===== src/rtl/sram_lane_pkg.sv =====
`timescale 1ns/1ps
package sram_lane_pkg;

    typedef enum logic [2:0] {
        PH_IDLE  = 3'd0,
        PH_RD    = 3'd1,
        PH_GAP   = 3'd2,
        PH_SETUP = 3'd3,
        PH_PULSE = 3'd4,
        PH_HOLD  = 3'd5
    } phase_e;

    // nanoseconds to whole clock cycles, rounded up
    function automatic int ns2cyc(input int ns, input int period);
        return (ns + period - 1) / period;
    endfunction

    function automatic int imax(input int a, input int b);
        return (a > b) ? a : b;
    endfunction

endpackage


===== src/rtl/sram_phase_tmr.sv =====
`timescale 1ns/1ps
module sram_phase_tmr #(
    parameter int CNT_W = 4
) (
    input  logic             clk,
    input  logic             rst_n,
    input  logic             load,
    input  logic [CNT_W-1:0] load_val,
    output logic [CNT_W-1:0] cnt
);
    logic [CNT_W-1:0] cnt_d, cnt_q;

    always_comb begin
        cnt_d = cnt_q;
        if (load) begin
            cnt_d = load_val;
        end else if (cnt_q != '0) begin
            cnt_d = cnt_q - CNT_W'(1);
        end
    end

    always_ff @(posedge clk or negedge rst_n) begin
        if (!rst_n) begin
            cnt_q <= '0;
        end else begin
            cnt_q <= cnt_d;
        end
    end

    assign cnt = cnt_q;

endmodule


===== src/rtl/sram_lane_map.sv =====
`timescale 1ns/1ps
module sram_lane_map #(
    parameter int LANES  = 2,
    parameter int LANE_W = 8,
    localparam int DATA_W = LANES * LANE_W
) (
    input  logic [LANES-1:0]  mask,
    input  logic [DATA_W-1:0] dq_i,
    output logic [DATA_W-1:0] rd_data
);
    for (genvar g = 0; g < LANES; g++) begin : g_lane
        assign rd_data[g*LANE_W +: LANE_W] = mask[g] ? dq_i[g*LANE_W +: LANE_W] : '0;
    end
endmodule


===== src/rtl/sram_rsp_reg.sv =====
`timescale 1ns/1ps
module sram_rsp_reg #(
    parameter int DATA_W = 16
) (
    input  logic              clk,
    input  logic              rst_n,
    input  logic              cap_rd,
    input  logic              cap_zero,
    input  logic [DATA_W-1:0] rd_data,
    output logic              rsp_valid,
    output logic [DATA_W-1:0] rsp_rdata
);
    typedef struct packed {
        logic              vld;
        logic [DATA_W-1:0] data;
    } rsp_t;

    rsp_t d, q;

    always_comb begin
        d     = q;
        d.vld = cap_rd | cap_zero;
        if (cap_rd) begin
            d.data = rd_data;
        end else if (cap_zero) begin
            d.data = '0;
        end
    end

    always_ff @(posedge clk or negedge rst_n) begin
        if (!rst_n) begin
            q <= '0;
        end else begin
            q <= d;
        end
    end

    assign rsp_valid = q.vld;
    assign rsp_rdata = q.data;

    AST_RSP_SOURCE_EXCL: assert property (@(posedge clk) disable iff (!rst_n)
        !(cap_rd && cap_zero));

endmodule


===== src/rtl/sram_lane_ctl.sv =====
`timescale 1ns/1ps
module sram_lane_ctl
    import sram_lane_pkg::*;
#(
    parameter int ADDR_W        = 18,
    parameter int LANE_W        = 8,
    parameter int LANES         = 2,
    parameter int CLK_PERIOD_NS = 10,
    parameter int T_RC_NS       = 70,
    parameter int T_AA_NS       = 70,
    parameter int T_OE_NS       = 35,
    parameter int T_WP_NS       = 50,
    parameter int T_AW_NS       = 60,
    parameter int T_DW_NS       = 30,
    parameter int T_WC_NS       = 70,
    parameter int T_OHZ_NS      = 25,
    localparam int DATA_W       = LANES * LANE_W
) (
    input  logic              clk,
    input  logic              rst_n,
    input  logic              req_valid,
    output logic              req_ready,
    input  logic              req_write,
    input  logic [ADDR_W-1:0] req_addr,
    input  logic [DATA_W-1:0] req_wdata,
    input  logic [LANES-1:0]  req_mask,
    output logic              rsp_valid,
    output logic [DATA_W-1:0] rsp_rdata,
    output logic [ADDR_W-1:0] sram_addr,
    output logic              sram_ce_n,
    output logic              sram_oe_n,
    output logic              sram_we_n,
    output logic [LANES-1:0]  sram_be_n,
    output logic [DATA_W-1:0] sram_dq_o,
    output logic              sram_dq_oe,
    input  logic [DATA_W-1:0] sram_dq_i
);
    // phase lengths in cycles
    localparam int RD_CYC   = imax(imax(ns2cyc(T_RC_NS, CLK_PERIOD_NS),
                                        ns2cyc(T_AA_NS, CLK_PERIOD_NS)),
                                   ns2cyc(T_OE_NS, CLK_PERIOD_NS));
    localparam int WP_CYC   = imax(1, ns2cyc(T_WP_NS, CLK_PERIOD_NS));
    localparam int SU_CYC   = imax(1, imax(ns2cyc(T_AW_NS, CLK_PERIOD_NS) - WP_CYC,
                                           ns2cyc(T_DW_NS, CLK_PERIOD_NS) - WP_CYC));
    localparam int HD_CYC   = imax(1, ns2cyc(T_WC_NS, CLK_PERIOD_NS) - SU_CYC - WP_CYC);
    localparam int TURN_CYC = imax(1, ns2cyc(T_OHZ_NS, CLK_PERIOD_NS));
    localparam int MAX_CYC  = imax(imax(RD_CYC, WP_CYC), imax(imax(SU_CYC, HD_CYC), TURN_CYC));
    localparam int CNT_W    = $clog2(MAX_CYC + 1);

    localparam logic [CNT_W-1:0] LD_RD   = CNT_W'(RD_CYC - 1);
    localparam logic [CNT_W-1:0] LD_SU   = CNT_W'(SU_CYC - 1);
    localparam logic [CNT_W-1:0] LD_WP   = CNT_W'(WP_CYC - 1);
    localparam logic [CNT_W-1:0] LD_HD   = CNT_W'(HD_CYC - 1);
    localparam logic [CNT_W-1:0] LD_TURN = CNT_W'(TURN_CYC);

    typedef struct packed {
        phase_e            ph;
        logic [ADDR_W-1:0] addr;
        logic [DATA_W-1:0] wdata;
        logic [LANES-1:0]  mask;
        logic              ce_n;
        logic              oe_n;
        logic              we_n;
        logic [LANES-1:0]  be_n;
        logic              dq_oe;
    } ctl_t;

    ctl_t d, q;

    logic [CNT_W-1:0]  ph_cnt;
    logic [CNT_W-1:0]  turn_cnt;
    logic [CNT_W-1:0]  ph_load_val;
    logic              ph_load;
    logic              turn_load;
    logic              cap_rd;
    logic              cap_zero;
    logic              ph_last;
    logic              pins_act;
    logic [DATA_W-1:0] rd_lanes;

    assign ph_last = (ph_cnt == '0);

    always_comb begin
        d           = q;
        ph_load     = 1'b0;
        ph_load_val = '0;
        turn_load   = 1'b0;
        cap_rd      = 1'b0;
        cap_zero    = 1'b0;

        unique case (q.ph)
            PH_IDLE: begin
                if (req_valid) begin
                    if (req_mask == '0) begin
                        // nothing to touch on the pins
                        cap_zero = !req_write;
                    end else begin
                        d.addr  = req_addr;
                        d.wdata = req_wdata;
                        d.mask  = req_mask;
                        ph_load = 1'b1;
                        if (!req_write) begin
                            d.ph        = PH_RD;
                            ph_load_val = LD_RD;
                        end else if (turn_cnt > CNT_W'(1)) begin
                            // this idle cycle is one float cycle already
                            d.ph        = PH_GAP;
                            ph_load_val = turn_cnt - CNT_W'(2);
                        end else begin
                            d.ph        = PH_SETUP;
                            ph_load_val = LD_SU;
                        end
                    end
                end
            end
            PH_RD: begin
                if (ph_last) begin
                    cap_rd    = 1'b1;
                    turn_load = 1'b1;
                    d.ph      = PH_IDLE;
                end
            end
            PH_GAP: begin
                if (ph_last) begin
                    d.ph        = PH_SETUP;
                    ph_load     = 1'b1;
                    ph_load_val = LD_SU;
                end
            end
            PH_SETUP: begin
                if (ph_last) begin
                    d.ph        = PH_PULSE;
                    ph_load     = 1'b1;
                    ph_load_val = LD_WP;
                end
            end
            PH_PULSE: begin
                if (ph_last) begin
                    d.ph        = PH_HOLD;
                    ph_load     = 1'b1;
                    ph_load_val = LD_HD;
                end
            end
            PH_HOLD: begin
                if (ph_last) begin
                    d.ph = PH_IDLE;
                end
            end
            default: begin
                d.ph = PH_IDLE;
            end
        endcase

        // pin levels for the coming cycle follow the next phase
        pins_act = (d.ph == PH_RD) || (d.ph == PH_SETUP) ||
                   (d.ph == PH_PULSE) || (d.ph == PH_HOLD);
        d.ce_n   = !pins_act;
        d.oe_n   = (d.ph != PH_RD);
        d.we_n   = (d.ph != PH_PULSE);
        d.dq_oe  = (d.ph == PH_SETUP) || (d.ph == PH_PULSE) || (d.ph == PH_HOLD);
        for (int i = 0; i < LANES; i++) begin
            d.be_n[i] = !(pins_act && d.mask[i]);
        end
    end

    always_ff @(posedge clk or negedge rst_n) begin
        if (!rst_n) begin
            q <= '{ph: PH_IDLE, addr: '0, wdata: '0, mask: '0, ce_n: 1'b1,
                   oe_n: 1'b1, we_n: 1'b1, be_n: '1, dq_oe: 1'b0};
        end else begin
            q <= d;
        end
    end

    sram_phase_tmr #(.CNT_W(CNT_W)) u_ph_tmr (
        .clk      (clk),
        .rst_n    (rst_n),
        .load     (ph_load),
        .load_val (ph_load_val),
        .cnt      (ph_cnt)
    );

    sram_phase_tmr #(.CNT_W(CNT_W)) u_turn_tmr (
        .clk      (clk),
        .rst_n    (rst_n),
        .load     (turn_load),
        .load_val (LD_TURN),
        .cnt      (turn_cnt)
    );

    sram_lane_map #(.LANES(LANES), .LANE_W(LANE_W)) u_lane_map (
        .mask    (q.mask),
        .dq_i    (sram_dq_i),
        .rd_data (rd_lanes)
    );

    sram_rsp_reg #(.DATA_W(DATA_W)) u_rsp (
        .clk       (clk),
        .rst_n     (rst_n),
        .cap_rd    (cap_rd),
        .cap_zero  (cap_zero),
        .rd_data   (rd_lanes),
        .rsp_valid (rsp_valid),
        .rsp_rdata (rsp_rdata)
    );

    assign req_ready  = (q.ph == PH_IDLE);
    assign sram_addr  = q.addr;
    assign sram_ce_n  = q.ce_n;
    assign sram_oe_n  = q.oe_n;
    assign sram_we_n  = q.we_n;
    assign sram_be_n  = q.be_n;
    assign sram_dq_o  = q.wdata;
    assign sram_dq_oe = q.dq_oe;

    AST_READ_STROBES: assert property (@(posedge clk) disable iff (!rst_n)
        !sram_oe_n |-> (sram_we_n && !sram_ce_n && !sram_dq_oe));

    AST_WE_QUALIFIED: assert property (@(posedge clk) disable iff (!rst_n)
        !sram_we_n |-> (!sram_ce_n && (sram_be_n != '1)));

    AST_ADDR_HELD: assert property (@(posedge clk) disable iff (!rst_n)
        (!sram_ce_n && $past(!sram_ce_n)) |-> $stable(sram_addr));

    AST_WE_RISE_HOLD: assert property (@(posedge clk) disable iff (!rst_n)
        $rose(sram_we_n) |-> (!sram_ce_n && $stable(sram_be_n)));

    AST_IDLE_QUIET: assert property (@(posedge clk) disable iff (!rst_n)
        req_ready |-> (sram_ce_n && !sram_dq_oe));

    AST_FLOAT_DONE: assert property (@(posedge clk) disable iff (!rst_n)
        $rose(sram_dq_oe) |-> (turn_cnt == '0));

endmodule


===== config.mk =====
export PLATFORM = sky130hd
export DESIGN_NAME = sram_lane_ctl
export DESIGN_NICKNAME = d
export VERILOG_FILES = /design/src/rtl/sram_lane_pkg.sv /design/src/rtl/sram_phase_tmr.sv /design/src/rtl/sram_lane_map.sv /design/src/rtl/sram_rsp_reg.sv /design/src/rtl/sram_lane_ctl.sv
export SDC_FILE = /design/constraint.sdc
export NUM_CORES = 1
export LEC_CHECK = 0
export BUFFER_PORTS_ARGS = -buffer_cell sky130_fd_sc_hd__buf_2
export CORE_ASPECT_RATIO = 1.5
export CORE_MARGIN = 3
export CORE_UTILIZATION = 49
export DETAILED_ROUTE_END_ITERATION = 10
export GPL_TIMING_DRIVEN = 0
export HOLD_SLACK_MARGIN = 0.08
export PLACE_DENSITY = 0.85
export SLEW_MARGIN = 30
export SYNTH_ARGS = -nofsm -noshare
export SYNTH_HDL_FRONTEND = slang
export SYNTH_SLANG_ARGS = --single-unit

===== constraint.sdc =====
create_clock -name clk -period 2.4 [get_ports clk]
set_input_delay 0.48 -clock clk [delete_from_list [all_inputs] [get_ports clk]]
set_output_delay 0.48 -clock clk [all_outputs]
set_load 0.1 [all_outputs]

==> flow_metrics.py, run 1 <==
metrics = {
    "hold_path": {
        "hold_class": "input pin to asynchronous set/reset pin",
    },
    "clock_network": {
        "insertion_delay_ns": 0.34,
        "root_buffer": "clkbuf_8",
        "cts_setup_buffers": 0,
        "ctsResizeCount": 0,
        "htree_levels": 3,
        "clock_sinks": 68,
        "cts.reportedPaths.clkPinSlew_ns": 0.07,
        "cts_buffer_depth": 2,
        "cts_made_buffers": 9,
        "cts_hold_buf": 0,
        "tritoncts": "built",
    },
    "worst_setup_path": {
        "worstPathRequired_ns": 1.92,
        "crit_start": "q[44]",
        "cp_slowest_stage_delay_ns": 0.47,
        "cp_max_fo": 10,
        "worstPathCellList": "clkbuf_1 -> nor3_2 -> buf_2",
        "critical_path_buf_inv_count": 2,
        "worstSetupPathType": "flip-flop to output pin",
        "arrival_ns": 1.62,
        "cp-end-kind": "output pin",
        "cp-start-kind": "flip-flop",
        "cpLargestDelayFamily": "buffers and inverters",
        "r2r-start": "u_ph_tmr.cnt[0]",
        "crit_slowest_cell": "buf_2",
    },
    "timing": {
        "setup_viol_count_final": 0,
        "fin_skew_ns": 0.0118,
        "worst_pin_slew_ns": 0.523,
        "finalHoldViolations": 0,
        "max_freq_ghz": 0.476,
        "relSlewSlack_pct": 64.8,
        "finalCritPeriodShare_pct": 87.6,
        "slew_viol_final": 0,
        "rsz0062_at_grt": "no",
        "finalCriticalPeriod_ns": 2.10,
        "setup-tns-final_ns": 0,
    },
    "floorplanning": {
        "die-area_mm2": 0.00744,
        "pin_count": 114,
        "core_area_mm2": 0.00617,
        "rows": 35,
        "start_util_pct": 51.0,
        "die_width_um": 71.4,
        "die_y_um": 104,
    },
    "global_routing": {
        "grt_pass1_wl_um": 11100,
        "grt_max_degree": 37,
        "globalRouteTotalUtil_pct": 18.8,
        "overflow": 0,
        "antenna_found_initial": 0,
        "grt_pass1_vias": 2510,
    },
    "route": {
        "wire_per_inst_um": 12.7,
        "drc": 0,
        "drtAntennaViolNets": 0,
        "dr.pass1.iters": 4,
        "routed_wl_um": 6600,
        "vias": 2489,
        "drt_iter0_markers": 104,
        "viasPerCell": 4.78,
    },
    "logic_synthesis": {
        "synth.top_cells.by_count": "111 x nand2_1, 63 x dfrtp_1, 37 x buf_4, 18 x a22o_1",
        "synth_most_common_cell": "nand2_1",
        "synth_area_leaders": "dfrtp_1 50%, nand2_1 13%, buf_4 8.8%",
        "synth_edf_count": 0,
        "yosys_warnings": 0,
        "ys_ff_latch": 68,
        "yosysTopAreaCellShare_pct": 50.1,
        "synthXorXnorAreaFrac_pct": 0.557,
        "synth_area_mm2": 0.00315,
        "muxShareOfSynthArea_pct": 0.636,
        "synth_area_leader_cell": "dfrtp_1",
        "syn_avg_cell_area_um2": 9.93,
        "synth_top_family_by_area": "simple AND/OR/NAND/NOR gates",
        "synth-simple-area-share_pct": 19.1,
        "synthCells": 317,
        "ys.flop_type": "dfrtp_1",
        "ys_seq_area_share_pct": 54.3,
        "synth_compound_area_share_pct": 10.3,
        "synthAdderAreaFrac_pct": 2.78,
        "syn-num-nets": 380,
        "postSynth.asyncResetShare_pct": 100,
        "yosysUniqueCellTypes": 37,
    },
    "flow_run": {
        "drv_cap": 0,
    },
    "finish": {
        "multi_input_area_mm2": 0.00106,
        "n_antenna_cell": 0,
        "final_net_count": 505,
        "area_growth_pct": 28.1,
        "nFillCells": 501,
        "regArea_mm2": 0.00171,
        "utilization_pct": 65.3,
        "finalInstanceArea_mm2": 0.00403,
        "drive_gt1_share_pct": 41.2,
    },
    "outcome": {
        "status": "finished clean",
    },
    "placement": {
        "gp_congestion": 0.845,
        "placed_area_mm2": 0.00383,
        "io_buffers": 113,
        "hpwl_um": 5140,
    },
}
[kinds of logic after synthesis]
| logic type | count (synthesis) |
|---|---|
| AOI/OAI and AO/OA | 40 |
| xor gates and xnor gates | 2 |
| muxes | 2 |
| DFF | 68 |
| adders and majority gates | 7 |
| and+or+nand+nor | 140 |
| buffers and inverters | 58 |
[worst reg2reg max path, delay by kind of cell (launching register included)]
kind | cells | cell delay, ns
compound gates | 2 | 0.41
fa+ha+maj | 2 | 0.31
buf+inv | 2 | 0.30
flops | 1 | 0.38
simple gates | 2 | 0.53
[stage by stage]
| stage | setup WS (ns) | std cells | hold WS (ns) |
|---|---|---|---|
| final | 0.298 | 521 | 0.0882 |
| after CTS | 0.285 | 521 | 0.0940 |
| after global routing | 0.187 | 521 | 0.114 |
| after floorplan | 0.0992 | 317 | 0.184 |
| after detailed placement | 0.406 | 505 | 0.464 |
| after global placement | 0.466 | 504 | 0.459 |
[cells in the final DEF, fill, tap and decap left out, types with 3 or more instances in the layout]
cell,n
nand2b_1,4
nor3b_1,3
nor2_1,6
inv_1,7
buf_4,38
ha_1,7
o21ai_1,3
dfstp_2,5
nand3_1,5
buf_6,3
nor2b_1,4
a2bb2oi_1,3
nand2_1,111
dfrtp_1,63
a22o_1,18
buf_2,118
clkbuf_1,8
clkbuf_8,11
[state kept, by name (all words and copies together) (netlist names)]
signal,flops
q,5
sram_ce_n,1
sram_dq_o,16
sram_addr,18
u_ph_tmr.cnt,3
sram_dq_oe,1
sram_be_n,2
u_turn_tmr.cnt,3
u_rsp.rsp_valid,1
sram_we_n,1
u_rsp.rsp_rdata,16
sram_oe_n,1
[worst paths after layout]
path                                       end  slack (ns)  cells past startpoint
max                                  req_ready        0.30                      3
min                              sram_dq_o[12]        0.09                      1
max reg2reg                u_rsp.rsp_rdata[10]        0.37                      8
min reg2reg                      sram_dq_o[13]        0.47                      2
min in group clk                  sram_dq_o[3]        0.32                      3
max in group asynchronous         sram_be_n[0]        1.70                      2
[layer usage]
layer / global-route usage, % / share of wire [%] / vias to the layer above
met1: 20.1 / 37 / 1152
met3: 3.68 / 4.6 / 23
li1: - / - / 1250
met4: 11.3 / 3.5 / 0
met5: 0 / 0 / -
met2: 33.0 / 54 / 64
[cell type report]
class / count / share of cell area (%)
inverter: 7 / 0.652
clock inverter: 2 / 0.869
multi-input combinational: 191 / 26.2
tap: 74 / 2.30
timing repair buffer: 114 / 14.6
sequential: 68 / 42.4
clock buffer: 14 / 4.04
buffer: 51 / 8.94
Power of run 1 is not shown: default switching activity piles up to over one toggle a cycle in this logic, so the estimate is an artifact.
==> inputs of run 2 (changes only) <==
Settings changed: CORE_UTILIZATION 49 to 45, PLACE_DENSITY 0.85 to 0.83.
Clock period 2.4 ns to 1.7 ns, I/O delays scaled along.
==> run 2 against run 1 <==
Net effect:
- cell count increased by 3.1%
- register-to-register slack got worse by 0.35 ns
- clock-buffer cell count decreased by 5
- final area increased by 8.9%
- via count increased by 8.1%
- sequential cell count unchanged
- first-iteration DRC count increased by 140%
- worst setup slack got worse by 0.28 ns
- non-clock buffer count increased by 14
- wire length increased by 24%
- global-route usage increased by 1.3 points
- critical endpoint is now u_ph_tmr.cnt[1]
- highest routed layer unchanged
==> flow_metrics.py, run 2 (same netlist as run 1, synthesis figures left out) <==
metrics = {
    "clock_network": {
        "root_buffer": "clkbuf_8",
        "cts_buffer_depth": 2,
        "clock_sinks": 68,
        "htree_levels": 3,
        "insertion_delay_ns": 0.36,
        "cts.reportedPaths.clkPinSlew_ns": 0.07,
        "tritoncts": "built",
        "cts_made_buffers": 9,
    },
    "worst_setup_path": {
        "r2r-end": "u_ph_tmr.cnt[1]",
        "crit_top_cell": "buf_6",
        "r2r_cells": 6,
        "cp-start-kind": "flip-flop",
        "crit_slowest_cell": "dfrtp_2",
        "cp-end-kind": "flip-flop",
        "crit_start": "q[44]",
        "cpLargestDelayFamily": "simple AND/OR/NAND/NOR gates",
        "worstPathRequired_ns": 1.97,
        "r2r_slack_ns": 0.02,
        "worstSetupPathType": "flip-flop to flip-flop",
        "cp_slowest_stage_delay_ns": 0.42,
        "r2r-start": "q[44]",
        "worstPathCellList": "buf_6 -> nor4b_4 -> o21ai_2 -> buf_6 -> nand3_1 -> a2bb2oi_1",
        "critical_path_buf_inv_count": 2,
        "arrival_ns": 1.96,
        "cp_max_fo": 10,
    },
    "timing": {
        "setup_viol_count_final": 0,
        "slew_viol_final": 0,
        "fin_skew_ns": 0.0103,
        "finalCriticalPeriod_ns": 1.68,
        "rsz0062_at_grt": "yes",
        "relSlewSlack_pct": 66.1,
        "max_freq_ghz": 0.594,
        "finalCritPeriodShare_pct": 99.1,
        "finalHoldViolations": 0,
        "layout_setup_ws_ns": 0.0155,
        "worst_pin_slew_ns": 0.512,
    },
    "global_routing": {
        "antenna_found_initial": 0,
        "grt_pass1_wl_um": 12100,
        "grt_pass1_vias": 2702,
        "overflow": 0,
        "globalRouteTotalUtil_pct": 20.0,
        "grt_max_degree": 53,
    },
    "placement": {
        "io_buffers": 113,
        "placed_cells": 507,
        "gp_congestion": 0.816,
        "preCtsSetupSlack_ns": -0.302,
        "hpwl_um": 5380,
    },
    "route": {
        "routed_wl_um": 8210,
        "vias": 2691,
        "wire_per_inst_um": 15.3,
        "drc": 0,
        "viasPerCell": 5.01,
        "dr.pass1.iters": 4,
        "drt_iter0_markers": 245,
        "drtAntennaViolNets": 0,
    },
    "finish": {
        "largest_register_ffs": 18,
        "drive_gt1_share_pct": 48.8,
        "final_common_cell": "buf_2",
        "final_net_count": 519,
        "layout_common_cells": "110 x buf_2, 103 x nand2_1, 60 x dfrtp_1, 51 x buf_4, 18 x a22o_1",
        "area_growth_pct": 39.5,
        "n_antenna_cell": 0,
        "utilization_pct": 66.3,
        "fin_cells": 537,
    },
    "outcome": {
        "status": "finished clean",
    },
    "hold_path": {
        "hold_path_end": "sram_addr[3]",
        "hp-start": "req_addr[3]",
        "hold_depth": 3,
        "hold_class": "input pin to flip-flop",
    },
    "flow_run": {
        "drv_cap": 0,
    },
    "floorplanning": {
        "rows": 36,
        "die-area_mm2": 0.00805,
        "pin_count": 114,
        "start_util_pct": 47.5,
        "core_area_mm2": 0.00662,
        "die_width_um": 74.3,
        "die_y_um": 108,
    },
}
run 2: cell types whose count changed in the layout (fill, tap and decap cells not counted), moves of 3 or more:
cell and delta:
clkbuf_1 -7, nand2_1 -8, buf_2 -8, buf_6 +3, buf_4 +13, nand2_2 +8
buf_8 +3, dfrtp_1 -3, dfrtp_2 +3
run 2: per-layer routing:
metal,GRT usage (%),wire (um)
met1,20.8,2840
met2,34.4,4440
met3,5.30,475
met4,13.6,448
met5,0,0
run 2: worst max path at each step:
stage / to / slack (ns) / cells after the start
6_report: u_ph_tmr.cnt[1] / 0.02 / 6
5_1_grt: sram_dq_o[1] / -0.06 / 7
4_1_cts: sram_dq_oe / 0.01 / 6
3_5_place_dp: u_rsp.rsp_rdata[7] / -0.30 / 8
3_3_place_gp: u_rsp.rsp_rdata[8] / -0.25 / 8
2_1_floorplan: req_ready / -0.03 / 2
run 2: area by class of cell:
type | instances | area (um2)
Fill cell | 493 | 2230
Sequential cell | 68 | 1710
Multi-Input combinational cell | 191 | 1140
Timing Repair Buffer | 129 | 766
Buffer | 50 | 413
Clock buffer | 9 | 124
Clock inverter | 7 | 115
Tap cell | 76 | 95.1
Inverter | 7 | 26.3
run 2: worst reg2reg max path: cells and delay by family (launching register included):
| family | cells | cell delay, ns |
|---|---|---|
| AND/OR/NAND/NOR | 2 | 0.52 |
| flip-flops | 1 | 0.42 |
| AO/OA/AOI/OAI | 2 | 0.36 |
| buffers and inverters | 2 | 0.30 |
run 2: stage by stage:
stage	TNS [ns]	instance area (um2)	hold slack, ns
after CTS	0	4240	0.168
after global routing	-1.14	4390	0.181
after detailed placement	-7.29	3860	0.231
after floorplan	-0.0673	3170	0.0444
after global placement	-5.33	3830	0.459
final	0	4390	0.178
run 2: timing repair:
action	in CTS	in global routing
hold buffers	1	0
resized for setup	16	41
endpoints found under the setup margin	60	47
endpoints found under the hold margin	16	0
buffers inserted	9	2
pin swaps	4	28
gates cloned	0	3
Power of run 2 is left out for the same reason.
==> inputs of run 3 (changes only) <==
Settings changed: RECOVER_POWER set to 25.
==> run 3 against run 2 <==
Net effect:
- non-clock buffer count did not move
- via count barely moved
- clock-buffer cell count did not move
- critical path depth did not move
- critical endpoint unchanged
- highest routed layer unchanged
==> flow_metrics.py, run 3 (same netlist as run 1, synthesis figures left out) <==
metrics = {
    "route": {
        "drtAntennaViolNets": 0,
        "drt_iter0_markers": 246,
        "dr.pass1.iters": 4,
        "routed_wl_um": 8200,
        "drc": 0,
        "viasPerCell": 5.01,
        "vias": 2689,
        "wire_per_inst_um": 15.3,
    },
    "placement": {
        "preCtsSetupSlack_ns": -0.302,
        "hpwl_um": 5380,
        "io_buffers": 113,
        "gp_congestion": 0.816,
    },
    "floorplanning": {
        "core_area_mm2": 0.00662,
        "rows": 36,
        "die_y_um": 108,
        "die-area_mm2": 0.00805,
        "start_util_pct": 47.5,
        "die_width_um": 74.3,
        "pin_count": 114,
    },
    "flow_run": {
        "drv_cap": 0,
    },
    "timing": {
        "slew_viol_final": 0,
        "max_freq_ghz": 0.594,
        "finalHoldViolations": 0,
        "layout_setup_ws_ns": 0.0155,
        "setup-tns-final_ns": 0,
        "worst_pin_slew_ns": 0.697,
        "relSlewSlack_pct": 53.5,
        "rsz0062_at_grt": "yes",
        "finalCritPeriodShare_pct": 99.1,
        "setup_viol_count_final": 0,
        "fin_skew_ns": 0.0103,
        "finalCriticalPeriod_ns": 1.68,
    },
    "finish": {
        "n_antenna_cell": 0,
        "final_net_count": 519,
        "area_growth_pct": 38.9,
        "final_common_cell": "buf_2",
        "nFillCells": 495,
        "layout_common_cells": "110 x buf_2, 103 x nand2_1, 60 x dfrtp_1, 51 x buf_4, 18 x a22o_1",
        "largest_register_ffs": 18,
        "drive_gt1_share_pct": 48.8,
    },
    "worst_setup_path": {
        "arrival_ns": 1.96,
        "r2r-start": "q[44]",
        "cp-end-kind": "flip-flop",
        "crit_start": "q[44]",
        "cp-start-kind": "flip-flop",
        "worstPathRequired_ns": 1.97,
        "worstSetupPathType": "flip-flop to flip-flop",
        "cp_max_fo": 10,
    },
    "clock_network": {
        "root_buffer": "clkbuf_8",
        "insertion_delay_ns": 0.36,
        "cts_buffer_depth": 2,
        "cts_made_buffers": 9,
        "cts.reportedPaths.clkPinSlew_ns": 0.07,
        "htree_levels": 3,
        "tritoncts": "built",
        "clock_sinks": 68,
    },
    "hold_path": {
        "hp-start": "req_addr[3]",
        "hold_class": "input pin to flip-flop",
    },
    "global_routing": {
        "grt_pass1_wl_um": 12100,
        "grt_max_degree": 53,
        "globalRouteTotalUtil_pct": 20.0,
        "grt_pass1_vias": 2702,
        "antenna_found_initial": 0,
        "overflow": 0,
    },
    "outcome": {
        "status": "finished clean",
    },
}
## run 3: cell types whose count changed in the layout (fill, tap and decap cells not counted)
cell | before | now
buf_16 | 1 | 0
clkbuf_4 | 1 | 2
## run 3: final cells by class
class,count,area [um2],share of cell area [%]
Sequential cell,68,1710,39.2
Multi-Input combinational cell,191,1140,26.1
Timing Repair Buffer,129,746,17.1
Buffer,50,413,9.45
Clock buffer,9,124,2.83
Clock inverter,7,115,2.63
Tap cell,76,95.1,2.18
Inverter,7,26.3,0.601
## run 3: stage by stage
step	cell area [um2]	utilization, %	hold WS [ns]	std cells
after floorplan	3170	-	0.0444	317
after global placement	3830	57.9	0.459	506
after detailed placement	3860	58.3	0.231	507
after CTS	4240	64.0	0.168	532
after global routing	4370	66.0	0.181	537
final	4370	66.0	0.178	537
## run 3: worst paths after layout
check,endpoint,slack [ns],cells past startpoint
setup / recovery,u_ph_tmr.cnt[1],0.02,6
hold reg to reg,sram_addr[3],0.48,2
setup reg to reg,u_ph_tmr.cnt[1],0.02,6
hold / removal,sram_addr[3],0.18,3
max in group asynchronous,u_turn_tmr.cnt[2],0.26,3
min in group asynchronous,sram_dq_o[15],0.41,2
## run 3: metal layers
layer  vias up  GRT usage [%]  wire (um)
li1       1271              -          -
met1      1289           20.8       2850
met2        94           34.4       4430
met3        35           5.30        475
met4         0           13.6        448
met5         -              0          0
## run 3: worst max-delay path: stages (launching register included)
cell	delay, ns
dfrtp_2	0.42
buf_6	0.12
nor4b_4	0.37
o21ai_2	0.17
buf_6	0.18
nand3_1	0.15
a2bb2oi_1	0.19
## run 3: what timing repair did
item / in CTS / in global routing
resized for setup: 16 / 41
setup buffers: 9 / 2
hold buffers: 1 / 0
setup endpoints to repair: 60 / 47
endpoints found under the hold margin: 16 / 0
pin swaps: 4 / 28
gates cloned: 0 / 3
Power of run 3 is left out for the same reason.
